**config.mk**
```make
export PLATFORM = sky130hd
export DESIGN_NAME = gpeb_top
export DESIGN_NICKNAME = d
export VERILOG_FILES = /design/src/rtl/gpeb_pkg.sv /design/src/rtl/gpeb_sync.sv /design/src/rtl/gpeb_regs.sv /design/src/rtl/gpeb_events.sv /design/src/rtl/gpeb_top.sv
export SDC_FILE = /design/constraint.sdc
export NUM_CORES = 1
export LEC_CHECK = 0
export BUFFER_PORTS_ARGS = -buffer_cell sky130_fd_sc_hd__buf_2
export CAP_MARGIN = 0
export CORE_MARGIN = 5
export CORE_UTILIZATION = 59
export DETAILED_ROUTE_END_ITERATION = 8
export HOLD_SLACK_MARGIN = 0.02
export PLACE_DENSITY = 0.84
export SLEW_MARGIN = 10
export SYNTH_ARGS = -nofsm -noshare
export SYNTH_HDL_FRONTEND = slang
export SYNTH_SLANG_ARGS = --single-unit
```
**constraint.sdc**
```tcl
create_clock -name clk_i -period 1.6 [get_ports clk_i]
set_clock_uncertainty 0.05 [all_clocks]
set_input_delay 0.08 -clock clk_i [delete_from_list [all_inputs] [get_ports clk_i]]
set_output_delay 0.08 -clock clk_i [all_outputs]
set_load 0.005 [all_outputs]
```
**src/rtl/gpeb_pkg.sv**
```systemverilog
package gpeb_pkg;
  localparam int ADDR_W = 4;

  typedef enum logic [ADDR_W-1:0] {
    A_LEVEL      = 4'd0,
    A_OUT        = 4'd1,
    A_OUT_SET    = 4'd2,
    A_OUT_CLR    = 4'd3,
    A_DIR        = 4'd4,
    A_DIR_SET    = 4'd5,
    A_DIR_CLR    = 4'd6,
    A_RISE_EN    = 4'd7,
    A_FALL_EN    = 4'd8,
    A_STATUS     = 4'd9,
    A_STATUS_CLR = 4'd10,
    A_WAKE_RISE  = 4'd11,
    A_WAKE_FALL  = 4'd12,
    A_KEEP       = 4'd13
  } reg_addr_e;
endpackage

```
**src/rtl/gpeb_sync.sv**
```systemverilog
module gpeb_sync #(
  parameter int NUM_PINS = 32,
  parameter int STAGES   = 2
) (
  input  logic                clk_i,
  input  logic                rst_ni,
  input  logic [NUM_PINS-1:0] pin_i,
  output logic [NUM_PINS-1:0] level_o,
  output logic [NUM_PINS-1:0] rise_o,
  output logic [NUM_PINS-1:0] fall_o
);
  logic [NUM_PINS-1:0] stg_q [STAGES];
  logic [NUM_PINS-1:0] prev_q;

  for (genvar g = 0; g < STAGES; g++) begin : g_stage
    always_ff @(posedge clk_i or negedge rst_ni) begin
      if (!rst_ni)     stg_q[g] <= '0;
      else if (g == 0) stg_q[g] <= pin_i;
      else             stg_q[g] <= stg_q[(g == 0) ? 0 : g-1];
    end
  end

  assign level_o = stg_q[STAGES-1];

  always_ff @(posedge clk_i or negedge rst_ni) begin
    if (!rst_ni) prev_q <= '0;
    else         prev_q <= level_o;
  end

  assign rise_o = level_o & ~prev_q;
  assign fall_o = ~level_o & prev_q;
endmodule

```
**src/rtl/gpeb_regs.sv**
```systemverilog
module gpeb_regs
  import gpeb_pkg::*;
#(
  parameter int NUM_PINS = 32
) (
  input  logic                clk_i,
  input  logic                rst_ni,
  input  logic                wr_en_i,
  input  logic [ADDR_W-1:0]   addr_i,
  input  logic [NUM_PINS-1:0] wdata_i,
  output logic [NUM_PINS-1:0] out_o,
  output logic [NUM_PINS-1:0] dir_o,
  output logic [NUM_PINS-1:0] rise_en_o,
  output logic [NUM_PINS-1:0] fall_en_o,
  output logic [NUM_PINS-1:0] wake_rise_o,
  output logic [NUM_PINS-1:0] wake_fall_o,
  output logic [NUM_PINS-1:0] keep_o,
  output logic                clr_valid_o,
  output logic [NUM_PINS-1:0] clr_mask_o
);
  always_ff @(posedge clk_i or negedge rst_ni) begin
    if (!rst_ni) begin
      out_o       <= '0;
      dir_o       <= '0;
      rise_en_o   <= '0;
      fall_en_o   <= '0;
      wake_rise_o <= '0;
      wake_fall_o <= '0;
      keep_o      <= '0;
    end else if (wr_en_i) begin
      case (addr_i)
        A_OUT_SET:   out_o       <= out_o | wdata_i;
        A_OUT_CLR:   out_o       <= out_o & ~wdata_i;
        A_DIR_SET:   dir_o       <= dir_o | wdata_i;
        A_DIR_CLR:   dir_o       <= dir_o & ~wdata_i;
        A_RISE_EN:   rise_en_o   <= wdata_i;
        A_FALL_EN:   fall_en_o   <= wdata_i;
        A_WAKE_RISE: wake_rise_o <= wdata_i;
        A_WAKE_FALL: wake_fall_o <= wdata_i;
        A_KEEP:      keep_o      <= wdata_i;
        default: ;
      endcase
    end
  end

  assign clr_valid_o = wr_en_i && (addr_i == A_STATUS_CLR);
  assign clr_mask_o  = wdata_i;

  assert_out_set_R2: assert property (@(posedge clk_i) disable iff (!rst_ni)
    (wr_en_i && addr_i == A_OUT_SET) |=> ((out_o & $past(wdata_i)) == $past(wdata_i)));

  assert_dir_clr_R3: assert property (@(posedge clk_i) disable iff (!rst_ni)
    (wr_en_i && addr_i == A_DIR_CLR) |=> ((dir_o & $past(wdata_i)) == '0));
endmodule

```
**src/rtl/gpeb_events.sv**
```systemverilog
module gpeb_events #(
  parameter int NUM_PINS = 32
) (
  input  logic                clk_i,
  input  logic                rst_ni,
  input  logic [NUM_PINS-1:0] rise_i,
  input  logic [NUM_PINS-1:0] fall_i,
  input  logic [NUM_PINS-1:0] rise_en_i,
  input  logic [NUM_PINS-1:0] fall_en_i,
  input  logic [NUM_PINS-1:0] wake_rise_i,
  input  logic [NUM_PINS-1:0] wake_fall_i,
  input  logic [NUM_PINS-1:0] keep_i,
  input  logic                clr_valid_i,
  input  logic [NUM_PINS-1:0] clr_mask_i,
  output logic [NUM_PINS-1:0] status_o,
  output logic                irq_o,
  output logic                wake_o
);
  logic [NUM_PINS-1:0] ev_irq, ev_wake, clr_eff;

  assign ev_irq  = (rise_i & rise_en_i) | (fall_i & fall_en_i);
  assign ev_wake = ((rise_i & wake_rise_i) | (fall_i & wake_fall_i)) & ~keep_i;
  assign clr_eff = clr_valid_i ? clr_mask_i : '0;

  // new edge outranks a coincident clear
  always_ff @(posedge clk_i or negedge rst_ni) begin
    if (!rst_ni) begin
      status_o <= '0;
      wake_o   <= 1'b0;
    end else begin
      status_o <= (status_o & ~clr_eff) | ev_irq;
      wake_o   <= |ev_wake;
    end
  end

  assign irq_o = |status_o;

  assert_sticky_R8: assert property (@(posedge clk_i) disable iff (!rst_ni)
    !clr_valid_i |=> (($past(status_o) & ~status_o) == '0));

  assert_edge_wins_R10: assert property (@(posedge clk_i) disable iff (!rst_ni)
    (clr_valid_i && (ev_irq & clr_mask_i) != '0)
      |=> ((status_o & $past(ev_irq & clr_mask_i)) == $past(ev_irq & clr_mask_i)));

  assert_no_spurious_R7: assert property (@(posedge clk_i) disable iff (!rst_ni)
    1'b1 |=> ((status_o & ~$past(status_o) & ~$past(ev_irq)) == '0));
endmodule

```
**src/rtl/gpeb_top.sv**
```systemverilog
module gpeb_top
  import gpeb_pkg::*;
#(
  parameter int NUM_PINS = 32,
  parameter int DATA_W   = 32,
  parameter int STAGES   = 2
) (
  input  logic                clk_i,
  input  logic                rst_ni,
  input  logic                bus_req_i,
  input  logic                bus_we_i,
  input  logic [ADDR_W-1:0]   bus_addr_i,
  input  logic [DATA_W-1:0]   bus_wdata_i,
  output logic [DATA_W-1:0]   bus_rdata_o,
  output logic                bus_rvalid_o,
  input  logic [NUM_PINS-1:0] pin_i,
  output logic [NUM_PINS-1:0] pin_o,
  output logic [NUM_PINS-1:0] pin_oe_o,
  output logic                irq_o,
  output logic                wake_o
);
  logic [NUM_PINS-1:0] level, rise, fall;
  logic [NUM_PINS-1:0] out_q, dir_q, rise_en, fall_en, wake_rise, wake_fall, keep;
  logic [NUM_PINS-1:0] status, clr_mask, rd_sel;
  logic                clr_valid, wr_en;
  logic [DATA_W-1:0]   rd_full;

  assign wr_en = bus_req_i & bus_we_i;

  gpeb_sync #(.NUM_PINS(NUM_PINS), .STAGES(STAGES)) u_sync (
    .clk_i, .rst_ni, .pin_i,
    .level_o(level), .rise_o(rise), .fall_o(fall)
  );

  gpeb_regs #(.NUM_PINS(NUM_PINS)) u_regs (
    .clk_i, .rst_ni,
    .wr_en_i(wr_en), .addr_i(bus_addr_i), .wdata_i(bus_wdata_i[NUM_PINS-1:0]),
    .out_o(out_q), .dir_o(dir_q), .rise_en_o(rise_en), .fall_en_o(fall_en),
    .wake_rise_o(wake_rise), .wake_fall_o(wake_fall), .keep_o(keep),
    .clr_valid_o(clr_valid), .clr_mask_o(clr_mask)
  );

  gpeb_events #(.NUM_PINS(NUM_PINS)) u_events (
    .clk_i, .rst_ni,
    .rise_i(rise), .fall_i(fall), .rise_en_i(rise_en), .fall_en_i(fall_en),
    .wake_rise_i(wake_rise), .wake_fall_i(wake_fall), .keep_i(keep),
    .clr_valid_i(clr_valid), .clr_mask_i(clr_mask),
    .status_o(status), .irq_o(irq_o), .wake_o(wake_o)
  );

  always_comb begin
    case (bus_addr_i)
      A_LEVEL:     rd_sel = level;
      A_OUT:       rd_sel = out_q;
      A_DIR:       rd_sel = dir_q;
      A_RISE_EN:   rd_sel = rise_en;
      A_FALL_EN:   rd_sel = fall_en;
      A_STATUS:    rd_sel = status;
      A_WAKE_RISE: rd_sel = wake_rise;
      A_WAKE_FALL: rd_sel = wake_fall;
      A_KEEP:      rd_sel = keep;
      default:     rd_sel = '0;
    endcase
    rd_full = '0;
    rd_full[NUM_PINS-1:0] = rd_sel;
  end

  always_ff @(posedge clk_i or negedge rst_ni) begin
    if (!rst_ni) begin
      bus_rdata_o  <= '0;
      bus_rvalid_o <= 1'b0;
    end else begin
      bus_rvalid_o <= bus_req_i & ~bus_we_i;
      if (bus_req_i && !bus_we_i) bus_rdata_o <= rd_full;
    end
  end

  assign pin_o    = out_q;
  assign pin_oe_o = dir_q;

  assert_irq_tracks_status_R9: assert property (@(posedge clk_i) disable iff (!rst_ni)
    (status != '0) |-> irq_o);
endmodule

```
# Yosys cells after proc, flatten, opt, wreduce, memory -nomap -nowiden
# Index checks and enable logic that the tools add are counted.
# op_classes
eq_ne	13
muxes	4
n_bitwise	23
n_reduce_logical	15
# op_table
op	count
AND 32 bit	10
case mux 32 bit (9 select lines)	1
NOT 32 bit	5
bitwise OR 32 bit	5
case mux 32 bit (2 select lines)	2
OR reduction 32 bit	2
2-to-1 mux 32 bit	1
equality test 4 bit (second input constant)	6
equality test 4 x 3 -> 1 bit (second input constant)	4
AND reduction 2 bit	7
equality test 4 x 2 -> 1 bit (second input constant)	2
equality test 4 x 1 -> 1 bit (second input constant)	1
logical NOT 4 bit	1
nonzero test 2 bit	2
AND 1 bit	2
logical AND 1 bit	2
logical NOT 1 bit	1
NOT 1 bit	1
# word_totals
regBits	386
input_bits	72
output_inout_bits	99
wordCells	69

# Longest topological paths before layout
# logic_depth
word_depth	6
mapped_depth	8
mapped_depth_nobuf	5

# Cells and area by module
# A second synthesis with hierarchy kept.
# unflattened
hier_cells	1463
area_unflattened_um2	17758.3
# modules_own_cells
mod	n_inst	cells_per_inst	area_per_inst_um2	seq_area_each_um2
gpeb_regs	1	635	9131.3	5605.4
gpeb_top	1	440	3548.4	825.8
gpeb_sync	1	192	3203.1	2402.3
gpeb_events	1	196	1875.5	825.8

# Worst setup path before layout
# No wires, ideal clock.
# synth_timing
kind	input port to flip-flop
startpoint	input bus_addr_i[0]
endpoint	register u_regs.wake_fall_o[10]
setup_time_ns	0.125
t_arrival_ns	1.429
required_ns	1.425
setup_slack_ns	-0.004
cell_stages	7
n_path_buf	4
path_cell_list	buf_4 -> nor4bb_1 -> clkbuf_1 -> nor2b_1 -> clkbuf_2 -> buf_4 -> mux2_2
# synth_between
elab_chain_len	2
# synth_lines
element	line_no	source
from (decl)	gpeb_top.sv:12	input logic [ADDR_W-1:0] bus_addr_i,
equality test 4 bit	gpeb_regs.sv:31	case (addr_i)
AND reduction 2 bit (no line)	n/a	
to (signal assigned)	gpeb_regs.sv:39	A_WAKE_FALL: wake_fall_o <= wdata_i;
to (decl)	gpeb_regs.sv:16	output logic [NUM_PINS-1:0] wake_fall_o,
# No other way between the ends.
# A chain may end at the register's enable or synchronous reset.

# Final worst setup path
# layout_timing
startpoint	register u_events.status_o[6]
endpoint	output irq_o
# layout_between
elab_chain_len	1
# layout_lines
element	line_no	source
from (decl)	gpeb_events.sv:15	output logic [NUM_PINS-1:0] status_o,
from (signal assigned)	gpeb_events.sv:31	status_o <= (status_o & ~clr_eff) | ev_irq;
OR reduction 32 bit	gpeb_events.sv:36	assign irq_o = |status_o;
to (decl)	gpeb_top.sv:19	output logic irq_o,
# No other way between the ends.

==> flow_summary.json <==
{
  "synthCells": 1310,
  "finalSetupViolations": 2,
  "design.core.area_mm2": 0.0276,
  "grt_pass1_wl_mm": 86.9,
  "synth_cell_types": 45,
  "crit_arrival_ps": 2030,
  "rsz0062_at_grt": "true",
  "drc": 0,
  "postSynthNetCount": 1382,
  "synth_area_per_cell_um2": 12.5,
  "setup_slack_ps": -557,
  "p_per_area_mw_per_mm2": 1290,
  "crit_type": "reg2out",
  "tightest_slew_ps": 669,
  "die_h_um": 176,
  "swShare_pct": 27.9,
  "multi_input_area_mm2": 0.00648,
  "synth_top_area_cell": "dfrtp_1",
  "ys.flop_type": "dfrtp_1",
  "grtUsageTotal_pct": 36.2,
  "post-route-period-util_pct": 135,
  "async_reset_ff_share_pct": 100,
  "drive_gt1_share_pct": 38.4,
  "start_kind": "flip-flop",
  "area_growth_pct": 30.6,
  "dpl_worst_slack_ps": -207,
  "clockPowerShare_pct": 37.6,
  "synth_seq_area_share_pct": 59.1,
  "synth_top_area_share_pct": 59.1,
  "cts_sinks": 386,
  "drt-wirelength-per-cell_um": 27.7,
  "clock_path_buffers": 3,
  "violations": "negative setup slack",
  "insertion_delay_ps": 550,
  "dr.pass1.iters": 8,
  "hold_class": "in2async",
  "gp_congestion": 0.897,
  "synth_area_leaders": "dfrtp_1, mux2_2, a22o_1",
  "first_iter_violations": 2160,
  "fp.dieArea_mm2": 0.0311,
  "cts_buffers": 40,
  "leakagePower_nw": 9.85,
  "fin_cells": 2075,
  "maxCapViolCount": 0,
  "outcome": "finished, violations left",
  "holdWs_ps": 121,
  "cp.required_ps": 1470,
  "slew_headroom_pct": 54.8,
  "ys_ff_latch": 386,
  "syn_area_mm2": 0.0163,
  "crit_path_max_fanout": 2,
  "grt_pass1_vias": 14800,
  "p_int_mw": 19.9,
  "hpwl_mm": 32.8,
  "rows": 61,
  "hold_viol": 0,
  "fin_tns_setup_ps": -728,
  "yosys_warnings": 0,
  "routed_wl_mm": 57.6,
  "portBuffers": 170,
  "seqPwrFrac_pct": 46.6,
  "ctsRootBufferMaster": "clkbuf_16",
  "fin_crit_ps": 2160,
  "dp.cells": 1925,
  "grt_max_degree": 88,
  "antenna_found_initial": 3,
  "cp-end-kind": "primary output",
  "die_w_um": 176,
  "nFillCells": 1481,
  "cts_tree": "yes",
  "gr-total-overflow": 0,
  "timing.fmax_mhz": 464,
  "power_frac_comb_pct": 15.8,
  "io_pins": 171,
  "ant_nets": 0,
  "h-tree-depth": 2,
  "vdd_drop_max_uv": 1110,
  "switchingPower_mw": 7.68,
  "avgViaCountPerCell": 6.84,
  "via_count": 14200,
  "clk_pin_slew_worst_paths_ps": 70,
  "report.final.slew_viol_count": 0,
  "register_area_mm2": 0.00967,
  "synth-edff-count": 0,
  "initial_core_util_pct": 59.3,
  "power_mw": 27.5,
  "layout.nets": 1736
}
[metal layers]
layer	GRT usage, %	share of wire, %
met5	0	0.023
met4	23.0	7.4
met3	8.59	11
met2	57.7	47
met1	44.6	34
[power by group through the flow]
stage,clock network (mW),registers (mW),logic [mW]
floorplan,0,12.3,1.97
global placement,0,12.7,3.64
detailed placement,0,12.7,3.83
CTS,10.3,12.7,4.14
global route,10.7,12.9,4.63
finish,10.4,12.8,4.34
[cell usage after synthesis, drive strengths merged (2+ instances only)]
| library cell | n |
|---|---|
| a221oi | 32 |
| o21ai | 5 |
| nor3 | 2 |
| a2bb2oi | 20 |
| a21o | 36 |
| mux2 | 159 |
| nand2 | 134 |
| a222oi | 22 |
| nand2b | 2 |
| and3b | 2 |
| o22ai | 11 |
| a21oi | 35 |
| and4b | 2 |
| a22o | 64 |
| a22oi | 46 |
| nand4 | 15 |
| nand3 | 20 |
| a221o | 26 |
| nand3b | 7 |
| buf | 49 |
| clkbuf | 63 |
| nor4bb | 14 |
| a31oi | 32 |
| nor4 | 16 |
| nor2b | 35 |
| nor4b | 3 |
| nor2 | 60 |
| nor3b | 2 |
| dfrtp | 386 |
| inv | 4 |
[placed cells by master, fill, tap and decap left out, types with 10 or more instances in the layout]
cell type	n
a21o_1	36
a21oi_1	34
a221o_1	26
a221oi_1	10
a221oi_2	21
a222oi_1	22
a22o_1	64
a22oi_1	44
a2bb2oi_1	11
a31oi_1	32
buf_12	23
buf_2	168
buf_4	162
clkbuf_16	42
dfrtp_1	380
dlygate4sd3_1	66
mux2_2	153
nand2_1	134
nand3_1	20
nand4_1	15
nor2_1	58
nor2b_1	28
nor4bb_1	10
o22ai_1	10
[cells by family after synthesis]
group | Yosys count | synth area share, %
DFF | 386 | 59.1
muxes | 160 | 11.0
buffers and inverters | 116 | 3.32
AOI/OAI and AO/OA | 331 | 16.7
and+or+nand+nor | 317 | 9.89
[per-stage QoR]
step	util (%)	cell area, um^2
floorplan	-	16300
global placement	68.5	18900
detailed placement	68.5	18900
CTS	77.1	21200
global route	77.4	21300
finish	77.4	21300
[worst max-delay path, stage by stage (launching register included)]
cell and delay, ps:
dfrtp_1 400, nor4_2 280, buf_4 150, nand4_1 200, or2_4 330, buf_6 120
[layout make-up]
type,count,area share [%]
Sequential cell,386,45.3
Multi-Input combinational cell,808,30.4
Timing Repair Buffer,424,15.2
Clock buffer,55,5.48
Tap cell,378,2.22
Clock inverter,19,1.37
Inverter,4,0.0704
Antenna cell,1,0.0117
[timing repair]
| item | 4_1_cts | 5_1_grt |
|---|---|---|
| hold buffers | 66 | 0 |
| buffers inserted | 10 | 0 |
| endpoints found under the setup margin | 3 | 5 |
| cloned | 0 | 0 |
| pin swaps | 17 | 9 |
| hold endpoints to repair | 674 | 0 |
| gates resized for setup | 33 | 17 |
[worst paths after layout]
check	start	end	slack, ps	depth (start not counted)
setup / recovery	u_events.status_o[6]	irq_o	-560	5
max in group asynchronous	rst_ni	u_regs.keep_o[22]	470	3
hold reg to reg	u_sync.stg_q[34]	u_sync.level_o[2]	280	0
hold / removal	rst_ni	u_regs.wake_fall_o[27]	120	3
min in group clk_i	pin_i[31]	u_sync.stg_q[63]	120	2
setup reg to reg	u_sync.prev_q[9]	u_events.wake_o	-170	5
Note: power is estimated with default switching activity, not from simulation.
